[config.mk]
export PLATFORM = sky130hd
export DESIGN_NAME = irq_cause_bank
export DESIGN_NICKNAME = d
export VERILOG_FILES = /design/src/rtl/irqcb_pkg.sv /design/src/rtl/irqcb_decode.sv /design/src/rtl/irqcb_cause_bank.sv /design/src/rtl/irqcb_mask_reg.sv /design/src/rtl/irqcb_read_mux.sv /design/src/rtl/irq_cause_bank.sv
export SDC_FILE = /design/constraint.sdc
export NUM_CORES = 1
export LEC_CHECK = 0
export ABC_CLOCK_PERIOD_IN_PS = 1900
export BUFFER_PORTS_ARGS = -buffer_cell sky130_fd_sc_hd__buf_2
export CORE_ASPECT_RATIO = 0.6
export CORE_UTILIZATION = 35
export CTS_BUF_LIST = sky130_fd_sc_hd__clkbuf_4
export DETAILED_ROUTE_END_ITERATION = 10
export GPL_TIMING_DRIVEN = 1
export PLACE_DENSITY_LB_ADDON = 0.05
export SYNTH_ARGS = -nofsm -noshare
export SYNTH_HDL_FRONTEND = slang
export SYNTH_SLANG_ARGS = --single-unit
[constraint.sdc]
create_clock -name clk -period 1.9 [get_ports clk]
set_clock_uncertainty 0.05 [all_clocks]
set_input_delay 0.095 -clock clk [delete_from_list [all_inputs] [get_ports clk]]
set_output_delay 0.095 -clock clk [all_outputs]
set_load 0.01 [all_outputs]
[src/rtl/irqcb_pkg.sv]
package irqcb_pkg;

  localparam int unsigned SLOT_CNT = 7;
  localparam int unsigned SLOT_W   = 3;

  typedef enum logic [SLOT_W-1:0] {
    SLOT_CMODE = 3'd0,
    SLOT_CAUSE = 3'd1,
    SLOT_PEND  = 3'd2,
    SLOT_FORCE = 3'd3,
    SLOT_MASK  = 3'd4,
    SLOT_MSET  = 3'd5,
    SLOT_MCLR  = 3'd6,
    SLOT_NONE  = 3'd7
  } slot_e;

  typedef struct packed {
    logic cmode_wr;
    logic cause_wr;
    logic force_wr;
    logic mset_wr;
    logic mclr_wr;
    logic cause_rd;
  } strobe_t;

endpackage

[src/rtl/irqcb_decode.sv]
module irqcb_decode
  import irqcb_pkg::*;
#(
  parameter int unsigned ADDR_W = 5
) (
  input  logic              wr_en,
  input  logic              rd_en,
  input  logic [ADDR_W-1:0] addr,
  output strobe_t           strb,
  output slot_e             slot
);

  localparam int unsigned IDX_W = ADDR_W - 2;

  logic [IDX_W-1:0] word_idx;
  logic             unused_low;

  assign word_idx   = addr[ADDR_W-1:2];
  assign unused_low = ^addr[1:0];

  always_comb begin
    if (word_idx < IDX_W'(SLOT_CNT)) slot = slot_e'(word_idx[SLOT_W-1:0]);
    else                             slot = SLOT_NONE;
  end

  always_comb begin
    strb          = '0;
    strb.cmode_wr = wr_en && (slot == SLOT_CMODE);
    strb.cause_wr = wr_en && (slot == SLOT_CAUSE);
    strb.force_wr = wr_en && (slot == SLOT_FORCE);
    strb.mset_wr  = wr_en && (slot == SLOT_MSET);
    strb.mclr_wr  = wr_en && (slot == SLOT_MCLR);
    strb.cause_rd = rd_en && (slot == SLOT_CAUSE);
  end

endmodule

[src/rtl/irqcb_cause_bank.sv]
module irqcb_cause_bank #(
  parameter int unsigned SRC_W = 32
) (
  input  logic             clk,
  input  logic             rst,
  input  logic [SRC_W-1:0] src_evt,
  input  logic [SRC_W-1:0] wdata,
  input  logic             cmode_wr,
  input  logic             cause_wr,
  input  logic             force_wr,
  input  logic             cause_rd,
  output logic [SRC_W-1:0] cmode_q,
  output logic [SRC_W-1:0] cause_q,
  output logic [SRC_W-1:0] cause_d
);

  always_ff @(posedge clk) begin
    if (rst)           cmode_q <= '0;
    else if (cmode_wr) cmode_q <= wdata;
  end

  for (genvar i = 0; i < SRC_W; i++) begin : g_bit
    logic set_b;
    logic clr_b;
    logic nxt_b;
    assign set_b = src_evt[i] | (force_wr & wdata[i]);
    assign clr_b = (cause_wr & wdata[i] & ~cmode_q[i]) | (cause_rd & cmode_q[i]);
    assign nxt_b = set_b ? 1'b1 : (clr_b ? 1'b0 : cause_q[i]);
    assign cause_d[i] = nxt_b;
  end

  always_ff @(posedge clk) begin
    if (rst) cause_q <= '0;
    else     cause_q <= cause_d;
  end

  // an event pulse is latched on the next edge
  a_r2_event_sets: assert property (@(posedge clk) disable iff (rst)
    (|src_evt) |=> ((cause_q & $past(src_evt)) == $past(src_evt)));

  // a write to the cause register spares clear-on-read bits
  a_r4_w1c_spares_cor: assert property (@(posedge clk) disable iff (rst)
    cause_wr |=> ((cause_q & $past(cause_q & cmode_q)) == $past(cause_q & cmode_q)));

  // a cause read drops clear-on-read bits with no event on them
  a_r5_read_clears: assert property (@(posedge clk) disable iff (rst)
    cause_rd |=> ((cause_q & $past(cmode_q & ~src_evt)) == '0));

  // an event beats a write-one clear on the same bit
  a_r6_event_beats_clear: assert property (@(posedge clk) disable iff (rst)
    cause_wr |=> ((cause_q & $past(src_evt & wdata)) == $past(src_evt & wdata)));

endmodule

[src/rtl/irqcb_mask_reg.sv]
module irqcb_mask_reg #(
  parameter int unsigned SRC_W = 32
) (
  input  logic             clk,
  input  logic             rst,
  input  logic [SRC_W-1:0] wdata,
  input  logic             mset_wr,
  input  logic             mclr_wr,
  output logic [SRC_W-1:0] mask_q,
  output logic [SRC_W-1:0] mask_d
);

  always_comb begin
    mask_d = mask_q;
    if (mset_wr) mask_d = mask_d | wdata;
    if (mclr_wr) mask_d = mask_d & ~wdata;
  end

  always_ff @(posedge clk) begin
    if (rst) mask_q <= '1;
    else     mask_q <= mask_d;
  end

  // mask-set raises the written bits
  a_r7_mask_set: assert property (@(posedge clk) disable iff (rst)
    mset_wr && !mclr_wr |=> ((mask_q & $past(wdata)) == $past(wdata)));

  // mask-clear drops the written bits
  a_r7_mask_clr: assert property (@(posedge clk) disable iff (rst)
    mclr_wr |=> ((mask_q & $past(wdata)) == '0));

endmodule

[src/rtl/irqcb_read_mux.sv]
module irqcb_read_mux
  import irqcb_pkg::*;
#(
  parameter int unsigned SRC_W = 32
) (
  input  logic             clk,
  input  logic             rst,
  input  logic             rd_en,
  input  slot_e            slot,
  input  logic [SRC_W-1:0] cmode_q,
  input  logic [SRC_W-1:0] cause_q,
  input  logic [SRC_W-1:0] mask_q,
  output logic [SRC_W-1:0] rdata,
  output logic             rvalid
);

  logic [SRC_W-1:0] sel;

  always_comb begin
    unique case (slot)
      SLOT_CMODE: sel = cmode_q;
      SLOT_CAUSE: sel = cause_q;
      SLOT_PEND:  sel = cause_q & ~mask_q;
      SLOT_MASK:  sel = mask_q;
      default:    sel = '0;
    endcase
  end

  always_ff @(posedge clk) begin
    if (rst) begin
      rdata  <= '0;
      rvalid <= 1'b0;
    end else begin
      rvalid <= rd_en;
      if (rd_en) rdata <= sel;
    end
  end

  // every read strobe yields a valid flag one cycle later
  a_r5_rvalid: assert property (@(posedge clk) disable iff (rst)
    rd_en |=> rvalid);

endmodule

[src/rtl/irq_cause_bank.sv]
module irq_cause_bank
  import irqcb_pkg::*;
#(
  parameter int unsigned SRC_W  = 32,
  parameter int unsigned ADDR_W = 5
) (
  input  logic              clk,
  input  logic              rst,
  input  logic [SRC_W-1:0]  src_evt,
  input  logic              wr_en,
  input  logic              rd_en,
  input  logic [ADDR_W-1:0] addr,
  input  logic [SRC_W-1:0]  wdata,
  output logic [SRC_W-1:0]  rdata,
  output logic              rvalid,
  output logic              grp_pend
);

  strobe_t          strb;
  slot_e            slot;
  logic [SRC_W-1:0] cmode_q;
  logic [SRC_W-1:0] cause_q;
  logic [SRC_W-1:0] cause_d;
  logic [SRC_W-1:0] mask_q;
  logic [SRC_W-1:0] mask_d;

  irqcb_decode #(.ADDR_W(ADDR_W)) dec_i (
    .wr_en (wr_en),
    .rd_en (rd_en),
    .addr  (addr),
    .strb  (strb),
    .slot  (slot)
  );

  irqcb_cause_bank #(.SRC_W(SRC_W)) cause_i (
    .clk      (clk),
    .rst      (rst),
    .src_evt  (src_evt),
    .wdata    (wdata),
    .cmode_wr (strb.cmode_wr),
    .cause_wr (strb.cause_wr),
    .force_wr (strb.force_wr),
    .cause_rd (strb.cause_rd),
    .cmode_q  (cmode_q),
    .cause_q  (cause_q),
    .cause_d  (cause_d)
  );

  irqcb_mask_reg #(.SRC_W(SRC_W)) mask_i (
    .clk     (clk),
    .rst     (rst),
    .wdata   (wdata),
    .mset_wr (strb.mset_wr),
    .mclr_wr (strb.mclr_wr),
    .mask_q  (mask_q),
    .mask_d  (mask_d)
  );

  irqcb_read_mux #(.SRC_W(SRC_W)) rmux_i (
    .clk     (clk),
    .rst     (rst),
    .rd_en   (rd_en),
    .slot    (slot),
    .cmode_q (cmode_q),
    .cause_q (cause_q),
    .mask_q  (mask_q),
    .rdata   (rdata),
    .rvalid  (rvalid)
  );

  always_ff @(posedge clk) begin
    if (rst) grp_pend <= 1'b0;
    else     grp_pend <= |(cause_d & ~mask_d);
  end

  // reset state of the stored registers and output
  a_r1_reset_state: assert property (@(posedge clk)
    rst |=> (mask_q == '1 && cause_q == '0 && cmode_q == '0 && !grp_pend));

  // the pending output tracks the unmasked causes
  a_r8_pend_level: assert property (@(posedge clk) disable iff (rst)
    grp_pend == (|(cause_q & ~mask_q)));

endmodule

# Word-level counts from Yosys, hierarchy flattened
# Cells that the tools add are included.
dict set report totals {
  ff_bits 130
  inputBits 73
  word_cells 320
}
dict set report classes {
  n_lt_le_gt_ge 1
  n_eq_ne 6
  muxes 68
  bitwise_logic 231
  reduce_logical 8
}
# operator n
set op_table {}
lappend op_table {{bitwise AND 1 bit} 128}
lappend op_table {{one-hot mux 32 bit (4 select lines)} 1}
lappend op_table {{bitwise AND 32 bit} 3}
lappend op_table {{inverter 32 bit} 3}
lappend op_table {{2-to-1 mux 1 bit} 64}
lappend op_table {{2-to-1 mux 32 bit} 2}
lappend op_table {{OR 1 bit} 64}
lappend op_table {{inverter 1 bit} 32}
lappend op_table {{OR 32 bit} 1}
lappend op_table {{OR reduction 32 bit} 1}
lappend op_table {{== test 3 bit, second input constant} 3}
lappend op_table {{== test 3 x 2 -> 1 bit, second input constant} 2}
lappend op_table {{logical AND 1 bit} 6}
lappend op_table {{== test 3 x 1 -> 1 bit, second input constant} 1}
lappend op_table {{zero test 3 bit} 1}
lappend op_table {{< comparator 3 bit, second input constant} 1}
lappend op_table {{2-to-1 mux 3 bit} 1}

# Longest topological paths before layout
# Gate-level depths: netlist of the first run.
dict set report logic_depth {
  word_depth 11
  depth_mapped 10
}

# Cells and area by module
# Synthesis of the first run repeated with hierarchy kept, for this count alone.
dict set report hier_totals {
  cells_unflattened 937
  area_unflattened_um2 7896.3
}
# module n_inst cells_per_inst area_per_inst_um2 seq_area_each_um2
set by_module_without_submodules {}
lappend by_module_without_submodules {irqcb_cause_bank 1 376 3528.4 1281.2}
lappend by_module_without_submodules {irqcb_read_mux 1 329 2580.0 660.6}
lappend by_module_without_submodules {irqcb_mask_reg 1 169 1428.9 640.6}
lappend by_module_without_submodules {irq_cause_bank 1 54 274.0 20.0}
lappend by_module_without_submodules {irqcb_decode 1 9 85.1 0.0}

# Least setup slack after synthesis of the first run
# Ideal clock, no wire load.
dict set report synth_timing {
  path_type {input -> register}
  from {input port addr[3]}
  to {register grp_pend}
  setup_ns 0.139
  arrival_ns 1.569
  t_required_ns 1.711
  path_slack_ns 0.142
  stages 9
  n_path_buf 3
  path_cell_list {buf_6 -> and4bb_4 -> buf_12 -> buf_12 -> a22oi_1 -> a221oi_1 -> nor2_1 -> nor4b_2 -> a41oi_1}
}
dict set report synth_via {
  elab_chain_cells 11
  elab_cells_between_ends 273
  cone_classes {1 x order compare; 4 x eq/ne; 67 x mux; 195 x bitwise; 6 x reduce/logical}
}
# element line
set synth_lines {}
lappend synth_lines {{start, declared} irq_cause_bank.sv:12} ;# input logic [ADDR_W-1:0] addr,
lappend synth_lines {{< comparator 3 bit} irqcb_decode.sv:22} ;# if (word_idx < IDX_W'(SLOT_CNT)) slot = slot_e'(word_idx[SLOT_W-1:0]);
lappend synth_lines {{2-to-1 mux 3 bit *} irqcb_decode.sv:22}
lappend synth_lines {{== test 3 x 1 -> 1 bit} {irqcb_decode.sv:29, irqcb_decode.sv:33}}
lappend synth_lines {{logical AND 1 bit} irqcb_decode.sv:29} ;# strb.cause_wr = wr_en && (slot == SLOT_CAUSE);
lappend synth_lines {{bitwise AND 1 bit (2 in series)} irqcb_cause_bank.sv:27} ;# assign clr_b = (cause_wr & wdata[i] & ~cmode_q[i]) | (cause_rd & cmode_q[i]);
lappend synth_lines {{OR 1 bit} irqcb_cause_bank.sv:27}
lappend synth_lines {{2-to-1 mux 1 bit (2 in series)} irqcb_cause_bank.sv:28} ;# assign nxt_b = set_b ? 1'b1 : (clr_b ? 1'b0 : cause_q[i]);
lappend synth_lines {{bitwise AND 32 bit *} irq_cause_bank.sv:73} ;# else grp_pend <= |(cause_d & ~mask_d);
lappend synth_lines {{OR reduction 32 bit *} irq_cause_bank.sv:73}
lappend synth_lines {{end signal, assigned} irq_cause_bank.sv:73}
lappend synth_lines {{end, declared} irq_cause_bank.sv:16} ;# output logic grp_pend
# Mark *: on every way between the ends. The rest lies on a longest branch, timed or not.
# A chain may end at the register's enable or synchronous reset.

# Worst setup path in the final report of the first run
dict set report layout_timing {
  from {input port addr[2]}
  to {register cause_i.cmode_q[23]}
}
dict set report layout_via {
  elab_chain_cells 4
}
# element line
set layout_lines {}
lappend layout_lines {{< comparator 3 bit} irqcb_decode.sv:22}
lappend layout_lines {{2-to-1 mux 3 bit *} irqcb_decode.sv:22}
lappend layout_lines {{zero test 3 bit *} irqcb_decode.sv:28} ;# strb.cmode_wr = wr_en && (slot == SLOT_CMODE);
lappend layout_lines {{logical AND 1 bit *} irqcb_decode.sv:28}
lappend layout_lines {{end signal, assigned} irqcb_cause_bank.sv:19} ;# else if (cmode_wr) cmode_q <= wdata;
lappend layout_lines {{end, declared} irqcb_cause_bank.sv:12} ;# output logic [SRC_W-1:0] cmode_q,
# Marked as above.

==> metrics.md, run 1 <==
| Metric | Value |
|---|---|
| Pin count of the biggest net entering global routing | `55` |
| GRT overflow | `0` |
| Synth cell types | `35` |
| EDFF count, synth | `0` |
| Fin util | `49.8%` |
| Cts bufs inserted | `17` |
| Final TNS setup | `0 ns` |
| Average size of a mapped cell | `7.71 µm²` |
| Post-synth top area share | `39.2%` |
| Hold EP | `rmux_i.rdata[3]` |
| Setup crit end kind | `register` |
| Number of global-route vias before repair | `7041` |
| Worst rel slew slack | `57.0%` |
| Layout fillers | `1752` |
| All-Layer GR Usage | `25.0%` |
| Worst Max-Slew Pin Slew | `0.644 ns` |
| Core area | `18300 µm²` |
| R2R setup slack | `0.13 ns` |
| Routed length on met3 | `1.30 mm` |
| Synth Warn # | `0` |
| DRT iter0 DRCs | `562` |
| Die area | `19600 µm²` |
| Worst hold stages | `5` |
| First-pass GRT wire length | `37.8 mm` |
| Ys async rst share | `0%` |
| Crit share post-route | `94.7%` |
| CP Data Arrival Time | `2.26 ns` |
| Die width | `180 µm` |
| H-tree Lvls | `4` |
| Fmax | `556 MHz` |
| IO buf count | `104` |
| Critical path data required time | `2.36 ns` |
| NumNets Final | `1163` |
| Reg power frac | `48.5%` |
| Initial antenna violation count | `0` |
| Top Layer Used | `met4` |
| Net Sw Frac | `28.5%` |
| Commonest cells in the netlist | `183 x a21oi_1, 130 x dfxtp_1, 96 x nand2_1` |
| Worst r2r dst | `cause_i.cause_q[19]` |
| Wire length per cell | `18.0 µm` |
| Clk root buf | `clkbuf_4` |
| Clock share of power | `34.4%` |
| Synth Flop Type | `dfxtp_1` |
| Sequential area share after synthesis | `39.2%` |
| Starting Density | `36.3%` |
| Worst hold path type | `primary input to register` |
| Post-placement cell count | `1214` |
| CP max FO | `26` |
| VDD IR max | `0.000400 V` |
| NetSw | `1700 µW` |
| Max Root-Sink Buffers | `2` |
| Most frequent cell after synthesis | `a21oi_1` |
| Area taken by multi-input logic gates | `3680 µm²` |
| M1 wire length | `11.7 mm` |
| First-pass iteration count of the detailed router | `8` |
| Post-CTS Setup Bufs | `0` |
| Gpl congestion | `0.879` |
| #FFs+latches synth | `130` |
| Final setup fails | `0` |
| Final Non-Filler Cells | `1343` |
| Pwr/cell area | `657 nW/µm²` |
| Reg area | `2600 µm²` |
| Clock-pin slew on the worst setup and hold paths | `0.12 ns` |
| Post-Syn Nets | `935` |
| Reg2Reg Launch Point | `cause_i.cmode_q[19]` |
| Worst setup SP type | `primary input` |
| Tot Pwr | `5980 µW` |
| WS Path Type | `primary input to register` |
| Status | `finished with violations` |
| DP Worst Slack | `-0.274 ns` |
| CTS tree | `yes` |
| DP Wirelength | `15.6 mm` |
| Failing checks | `design-rule violations` |
| Routed vias | `7207` |
| Period minus WS final | `1.80 ns` |
| Via-per-instance ratio | `5.37` |
| Share of post-route cells with drive strength above 1 | `21.8%` |
| Final Max Slew Viols | `0` |
| Synth area leader | `dfxtp_1` |
| Final worst slack | `0.101 ns` |
| Clock insertion delay at the later pin of the skew report | `0.56 ns` |
| Synth Cell Area | `6640 µm²` |
| Met2 wire length | `10.8 mm` |
| Final Hold Fails | `0` |
| Leak pwr | `0.00365 µW` |
| Clock sinks | `130` |
| Area Growth Syn to Fin | `37.1%` |
| RSZ-0062 raised after global routing | `no` |
| I/O pin count | `107` |
| Core Rows | `38` |
| Routed Antenna Nets | `0` |
| Synth Instances | `862` |
| Drt total wl | `24.1 mm` |
| Cells on worst reg2reg path | `5` |
| Max Cap Viol | `0` |
| Pint | `4280 µW` |
| N_diodes | `0` |
| Die H | `109 µm` |
| Comb power frac | `17.0%` |
| DR DRC count | `5` |
| Synth area leaders | `dfxtp_1 39%, a21oi_1 14%, nor2b_1 6.1%, nand2_1 5.4%, nor2_1 4.3%` |
| Hold_sp | `addr[4]` |
## worst max-delay path, stage by stage
cell and delay, ns:
buf_2 0.14, buf_4 0.13, buf_4 0.36, nor2_1 0.12
buf_4 0.16, nand3b_1 0.09, buf_4 0.32, nand2_1 0.09
a21oi_1 0.16, dlygate4sd3_1 0.57
## registers in the layout, summed over array words and instances (netlist names)
register         flops
cause_i.cmode_q     32
rmux_i.rdata        32
rmux_i.rvalid        1
mask_i.mask_q       32
grp_pend             1
cause_i.cause_q     32
## kinds of logic after synthesis
family                 count (synthesis)  synth area share (%)
AND/OR/NAND/NOR                      345                  27.3
AO/OA/AOI/OAI                        312                  27.8
flip-flops                           130                  39.2
buffers and inverters                 75                  5.67
## cell type report
| cell class | count | area share (%) |
|---|---|---|
| repair buffers | 275 | 24.1 |
| inverters | 9 | 0.371 |
| clock buffers | 21 | 1.73 |
| flip-flops and latches | 130 | 28.6 |
| well taps | 240 | 3.30 |
| multi-input cells | 657 | 40.5 |
| clock inverters | 11 | 1.51 |
## power groups by stage
stage               sequential [µW]  clock, µW  combinational (µW)
floorplan                      2950          0                 437
global placement               2960          0                 838
detailed placement             2960          0                 847
CTS                            2900       2100                1010
global route                   2920       2210                1100
finish                         2900       2060                1020
## per-layer routing
layer  GRT usage, %  vias up
met5              0        -
met4           8.62        0
met3           4.11       35
met2           41.1      277
met1           33.6     3404
li1               -     3491
## worst max-delay path by stage
stage,start,endpoint,cells after the start
after global placement,addr[4],grp_pend,8
final,addr[2],cause_i.cmode_q[23],10
after CTS,cause_i.cmode_q[21],grp_pend,6
after detailed placement,addr[4],grp_pend,8
after floorplan,addr[3],grp_pend,9
after global routing,cause_i.cmode_q[2],grp_pend,6
## metrics by stage
step                instance area [µm²]  hold WS, ns
floorplan                          6640        0.163
global placement                   7830        0.283
detailed placement                 7830        0.293
CTS                                9090       0.0494
global route                       9110        0.104
finish                             9110       0.0899
## placed cells by master, fill, tap and decap left out, drive strengths merged, types with 10 or more instances in the layout
cell type,Yosys,layout
a21oi,183,183
a221oi,32,32
a22oi,23,23
and2,10,10
buf,17,178
clkbuf,49,21
dfxtp,130,130
dlygate4sd3,0,97
nand2,96,96
nand2b,32,32
nand3b,32,32
nor2,76,76
nor2b,65,65
o21ai,33,33
o22ai,16,16
or2,23,23
## what timing repair did
item / CTS / global route
endpoints found under the hold margin: 96 / 0
hold buffers: 97 / 0
gates resized for setup: 0 / 3
endpoints found under the setup margin: 0 / 11
Note: power is estimated with default switching activity, not from simulation.
==> run 2, diff against run 1 <==
Settings changed: ABC_CLOCK_PERIOD_IN_PS 1900 to 1600, PLACE_DENSITY_LB_ADDON 0.05 to 0.3.
Clock period 1.9 ns to 1.6 ns, I/O delays scaled along.
==> metrics.md, run 2 (synthesis results as in run 1) <==
| Metric | Value |
|---|---|
| Status | `finished with violations (unchanged)` |
| Failing checks | `design-rule violations, negative setup slack (was design-rule violations)` |
| Commonest non-fill, non-tap cell in the layout | `a21oi_1 (unchanged)` |
| Post-placement cell count | `1259 (was 1214)` |
| CTS tree | `yes (unchanged)` |
| Final Hold Fails | `0 (unchanged)` |
| Final Non-Filler Cells | `1374 (was 1343)` |
| Hold_sp | `rd_en (was addr[4])` |
| Reg2Reg Launch Point | `cause_i.cmode_q[0] (was cause_i.cmode_q[19])` |
| VDD IR max | `0.000652 V (was 0.000400 V)` |
| CP Launch Point | `cause_i.cmode_q[0] (was addr[2])` |
| Worst path max stage delay | `0.36 ns (was 0.57 ns)` |
| First-pass GRT wire length | `37.8 mm (about the same)` |
| Worst-path cell chain | `nor2b_2, a22oi_2, a221oi_2, o22ai_2, nor4_4, a41oi_2 (was buf_2, buf_4, buf_4, nor2_1, buf_4, nand3b_1, buf_4, nand2_1, a21oi_1, dlygate4sd3_1)` |
| IO buf count | `104 (unchanged)` |
| Critical path's top delay family | `compound AO/OA/AOI/OAI gates (was buffers and inverters)` |
| First-pass iteration count of the detailed router | `9 (was 8)` |
| Cts bufs inserted | `17 (unchanged)` |
| DRT iter0 DRCs | `655 (was 562)` |
| Share of post-route cells with drive strength above 1 | `28.7% (was 21.8%)` |
| Final worst slack | `-0.0996 ns (was 0.101 ns)` |
| Worst hold path type | `primary input to register (unchanged)` |
| WS Path Type | `register to register (was primary input to register)` |
| Die H | `109 µm (unchanged)` |
| Worst setup SP type | `register (was primary input)` |
| Die width | `180 µm (unchanged)` |
| Number of global-route vias before repair | `6925 (was 7041)` |
| Worst rel slew slack | `64.8% (was 57.0%)` |
| Layout fillers | `1744 (was 1752)` |
| Area Growth Syn to Fin | `42.9% (was 37.1%)` |
| NumNets Final | `1194 (was 1163)` |
| Most frequent cells in the layout | `183 x a21oi_1, 124 x dfxtp_1, 113 x buf_4, 103 x buf_2, 96 x nand2_1 (was 183 x a21oi_1, 130 x dfxtp_1, 103 x buf_2, 97 x dlygate4sd3_1, 96 x nand2_1)` |
| RSZ-0062 raised after global routing | `yes (was no)` |
| N_diodes | `0 (unchanged)` |
| Clock-pin slew on the worst setup and hold paths | `0.13 ns (was 0.12 ns)` |
| Worst Max-Slew Pin Slew | `0.528 ns (was 0.644 ns)` |
| Period minus WS final | `1.70 ns` |
| Final Max Slew Viols | `0 (unchanged)` |
| Core Rows | `38 (unchanged)` |
| Core area | `18300 µm² (unchanged)` |
| Pwr/cell area | `753 nW/µm² (was 657 nW/µm²)` |
| Critical path data required time | `1.99 ns (was 2.36 ns)` |
| Routed Antenna Nets | `0 (unchanged)` |
| Fmax | `588 MHz` |
| Worst path bufs/invs | `0 (was 6)` |
| Starting Density | `36.3% (unchanged)` |
| I/O pin count | `107 (unchanged)` |
| Final setup fails | `2 (was 0)` |
| GRT overflow | `0 (unchanged)` |
| Die area | `19600 µm² (unchanged)` |
| Pin count of the biggest net entering global routing | `47 (was 55)` |
| Routed vias | `7226 (was 7207)` |
| Max Root-Sink Buffers | `2 (unchanged)` |
| Clock insertion delay at the later pin of the skew report | `0.57 ns (was 0.56 ns)` |
| Finished Cell Area | `9490 µm² (was 9110 µm²)` |
| Setup crit end kind | `register (unchanged)` |
| Drt total wl | `23.7 mm (was 24.1 mm)` |
| Fin util | `51.8% (was 49.8%)` |
| Placed instance area | `8260 µm² (was 7830 µm²)` |
| Gpl congestion | `0.874 (was 0.879)` |
| DR DRC count | `7 (was 5)` |
| Crit share post-route | `106%` |
| Initial antenna violation count | `0 (unchanged)` |
| H-tree Lvls | `4 (unchanged)` |
| Max Cap Viol | `0 (unchanged)` |
| CP Data Arrival Time | `2.09 ns (was 2.26 ns)` |
| Via-per-instance ratio | `5.26 (was 5.37)` |
| All-Layer GR Usage | `24.9% (was 25.0%)` |
| CP max-delay cell | `dfxtp_2 (was dlygate4sd3_1)` |
| Leak pwr | `0.00390 µW (was 0.00365 µW)` |
| DP Wirelength | `15.8 mm (was 15.6 mm)` |
| Hold Slack | `0.0987 ns (was 0.0899 ns)` |
| Tot Pwr | `7150 µW (was 5980 µW)` |
| Wire length per cell | `17.2 µm (was 18.0 µm)` |
| Clock sinks | `130 (unchanged)` |
| CP max FO | `3 (was 26)` |
| Clk root buf | `clkbuf_4 (unchanged)` |
==> run 2: stage by stage <==
| stage | worst slack (ns) | TNS, ns |
|---|---|---|
| floorplan | -0.105 | -0.105 |
| global placement | -0.464 | -5.61 |
| detailed placement | -0.617 | -6.94 |
| CTS | -0.0771 | -0.0771 |
| global route | -0.160 | -0.272 |
| finish | -0.0996 | -0.117 |
==> run 2: path summary, 6_finish.rpt <==
path | to | slack, ns | depth (start not counted)
setup / recovery | grp_pend | -0.1 | 6
hold / removal | rmux_i.rvalid | 0.1 | 3
setup reg to reg | grp_pend | -0.1 | 6
hold reg to reg | rmux_i.rdata[30] | 0.44 | 2
==> run 2: worst register-to-register path, delay by kind of cell, from the launching register on <==
kind	cells	cell delay [ns]
compound gates	4	0.68
flops	1	0.36
simple gates	2	0.49
==> run 2: layer usage <==
layer  global-route usage (%)  wire length, µm
met5                        0                0
met4                     6.34              163
met3                     5.04             1770
met2                     39.0            10200
met1                     34.9            11600
==> run 2: report_power, final <==
group / leakage [µW] / switching, µW / internal, µW / total (µW)
registers: 0.00107 / 95.7 / 3360 / 3450
clock network: 0.000147 / 1450 / 963 / 2410
logic: 0.00269 / 651 / 634 / 1280
==> run 2: final cells by class <==
type	count	area, µm²	share of cell area (%)
clock buffers	18	135	1.42
clock inverters	14	159	1.67
inverters	9	33.8	0.356
multi-input cells	657	3840	40.5
flip-flops and latches	130	2610	27.5
well taps	240	300	3.16
repair buffers	306	2410	25.4
==> run 2: timing repair <==
| item | 4_1_cts | 5_1_grt |
|---|---|---|
| buffers inserted | 1 | 7 |
| pin swaps | 4 | 14 |
| hold buffers | 75 | 0 |
| endpoints found under the setup margin | 1 | 11 |
| endpoints found under the hold margin | 96 | 0 |
| gates resized for setup | 4 | 28 |
==> run 3, diff against run 2 <==
Settings changed: GPL_TIMING_DRIVEN 1 to 0.
==> metrics.md, run 3 (synthesis results as in run 1) <==
| Metric | Value |
|---|---|
| Status | `finished with violations (unchanged)` |
| Failing checks | `design-rule violations, negative setup slack (unchanged)` |
| Layout fillers | `1802 (was 1744)` |
| Clock sinks | `130 (unchanged)` |
| Most frequent cells in the layout | `182 x a21oi_1, 127 x dfxtp_1, 106 x buf_2, 96 x nand2_1, 76 x nor2_1 (was 183 x a21oi_1, 124 x dfxtp_1, 113 x buf_4, 103 x buf_2, 96 x nand2_1)` |
| WS Path Type | `primary input to register (was register to register)` |
| Layer with the highest usage | `met1 (was met2)` |
| Number of global-route vias before repair | `6709 (was 6925)` |
| Hold Slack | `0.0260 ns (was 0.0987 ns)` |
| Initial antenna violation count | `1 (was 0)` |
| DR DRC count | `7 (unchanged)` |
| Final worst slack | `-0.194 ns (was -0.0996 ns)` |
| Period minus WS final | `1.79 ns (was 1.70 ns)` |
| CP max FO | `10 (was 3)` |
| Pin count of the biggest net entering global routing | `17 (was 47)` |
| Wire length per cell | `19.8 µm (was 17.2 µm)` |
| Fin util | `47.3% (was 51.8%)` |
| Worst hold path type | `primary input to register (unchanged)` |
| DRT iter0 DRCs | `782 (was 655)` |
| Clk root buf | `clkbuf_4 (unchanged)` |
| Final setup fails | `1 (was 2)` |
| Final TNS setup | `-0.194 ns (was -0.117 ns)` |
| NumNets Final | `1130 (was 1194)` |
| Crit share post-route | `112% (was 106%)` |
| Fmax | `558 MHz (was 588 MHz)` |
| Critical path's top delay family | `compound AO/OA/AOI/OAI gates (unchanged)` |
| All-Layer GR Usage | `26.8% (was 24.9%)` |
| Most numerous cell on the critical path | `buf_2` |
| Worst Max-Slew Pin Slew | `0.849 ns (was 0.528 ns)` |
| Area taken by multi-input logic gates | `3840 µm² (about the same)` |
| Pwr/cell area | `793 nW/µm² (was 753 nW/µm²)` |
| Worst path bufs/invs | `3 (was 0)` |
| Reg area | `2610 µm² (about the same)` |
| Worst setup SP type | `primary input (was register)` |
| CTS tree | `yes (unchanged)` |
| Met2 Track Usage GR | `37.8% (was 39.0%)` |
| Worst path max stage delay | `0.35 ns (was 0.36 ns)` |
| First-pass GRT wire length | `38.9 mm (was 37.8 mm)` |
| Share of post-route cells with drive strength above 1 | `20.4% (was 28.7%)` |
| Routed vias | `7361 (was 7226)` |
| Worst rel slew slack | `43.4% (was 64.8%)` |
| Final Hold Fails | `0 (unchanged)` |
| Routed Antenna Nets | `0 (unchanged)` |
| Max Root-Sink Buffers | `2 (unchanged)` |
| CP max-delay cell | `clkbuf_2 (was dfxtp_2)` |
| H-tree Lvls | `4 (unchanged)` |
| Gpl congestion | `0.893 (was 0.874)` |
| Worst-path cell chain | `buf_2, and4b_1, buf_2, clkbuf_2, a21o_1, o22ai_1, o2111a_1, nor4b_2, a41oi_2 (was nor2b_2, a22oi_2, a221oi_2, o22ai_2, nor4_4, a41oi_2)` |
| IO buf count | `102 (was 104)` |
| VDD IR max | `0.000415 V (was 0.000652 V)` |
| Met3 Resource Use GR | `7.05% (was 5.04%)` |
| I/O pin count | `107 (unchanged)` |
| Die area | `19600 µm² (unchanged)` |
| Cts bufs inserted | `17 (unchanged)` |
| Starting Density | `36.3% (unchanged)` |
| First-pass iteration count of the detailed router | `9 (unchanged)` |
| Drt total wl | `26.0 mm (was 23.7 mm)` |
| Clock-pin slew on the worst setup and hold paths | `0.14 ns (was 0.13 ns)` |
| CP Data Arrival Time | `2.16 ns (was 2.09 ns)` |
| DP Worst Slack | `-0.954 ns (was -0.617 ns)` |
| Met1 Use GR | `38.7% (was 34.9%)` |
| RSZ-0062 raised after global routing | `yes (unchanged)` |
| Commonest non-fill, non-tap cell in the layout | `a21oi_1 (unchanged)` |
| Die width | `180 µm (unchanged)` |
| Clock insertion delay at the later pin of the skew report | `0.57 ns (about the same)` |
| Setup crit end kind | `register (unchanged)` |
| Max Cap Viol | `0 (unchanged)` |
| Die H | `109 µm (unchanged)` |
| Area Growth Syn to Fin | `30.4% (was 42.9%)` |
| Leak pwr | `0.00332 µW (was 0.00390 µW)` |
| Via-per-instance ratio | `5.61 (was 5.26)` |
| Critical path data required time | `1.97 ns (was 1.99 ns)` |
| GRT overflow | `0 (unchanged)` |
| DP Wirelength | `17.9 mm (was 15.8 mm)` |
| Final Max Slew Viols | `0 (unchanged)` |
| Core area | `18300 µm² (unchanged)` |
| Core Rows | `38 (unchanged)` |
## run 3: metrics by stage
step / std cells / area [µm²] / total power [µW]
6_report: 1311 / 8660 / 6870
5_1_grt: 1311 / 8660 / 7130
4_1_cts: 1308 / 8570 / 6830
3_5_place_dp: 1204 / 7530 / 4470
3_3_place_gp: 1204 / 7530 / 4460
2_1_floorplan: 862 / 6720 / 4040
## run 3: cell type report
cell class	instances	area share (%)
antenna	1	0.0289
buffer	66	4.12
clock buffer	18	1.56
clock inverter	14	1.52
inverter	9	0.390
multi-input combinational	657	44.4
sequential	130	30.1
tap	240	3.47
timing repair buffer	176	14.4
## run 3: worst paths after layout
| path | from | to | slack (ns) | cells after the start |
|---|---|---|---|---|
| setup / recovery | addr[4] | grp_pend | -0.19 | 9 |
| hold / removal | rst | rmux_i.rvalid | 0.03 | 2 |
| setup reg to reg | cause_i.cmode_q[30] | grp_pend | -0.16 | 6 |
| hold reg to reg | cause_i.cmode_q[28] | cause_i.cmode_q[28] | 0.44 | 2 |
## run 3: timing repair
item	in CTS	in global routing
hold buffers	72	0
gates resized for setup	10	26
setup endpoints to repair	31	26
hold endpoints to repair	99	0
pin swaps	0	11
buffers inserted	0	3
## run 3: where the power goes
| group | switching [µW] | total, µW | internal [µW] |
|---|---|---|---|
| clock network | 1440 | 2250 | 804 |
| logic | 668 | 1160 | 492 |
| registers | 102 | 3460 | 3360 |
## run 3: metal layers
metal	wire length [µm]	vias up	share of wire, %
li1	-	3432	-
met1	12200	3482	47
met2	10200	401	39
met3	3050	44	12
met4	509	2	2.0
met5	34	-	0.13
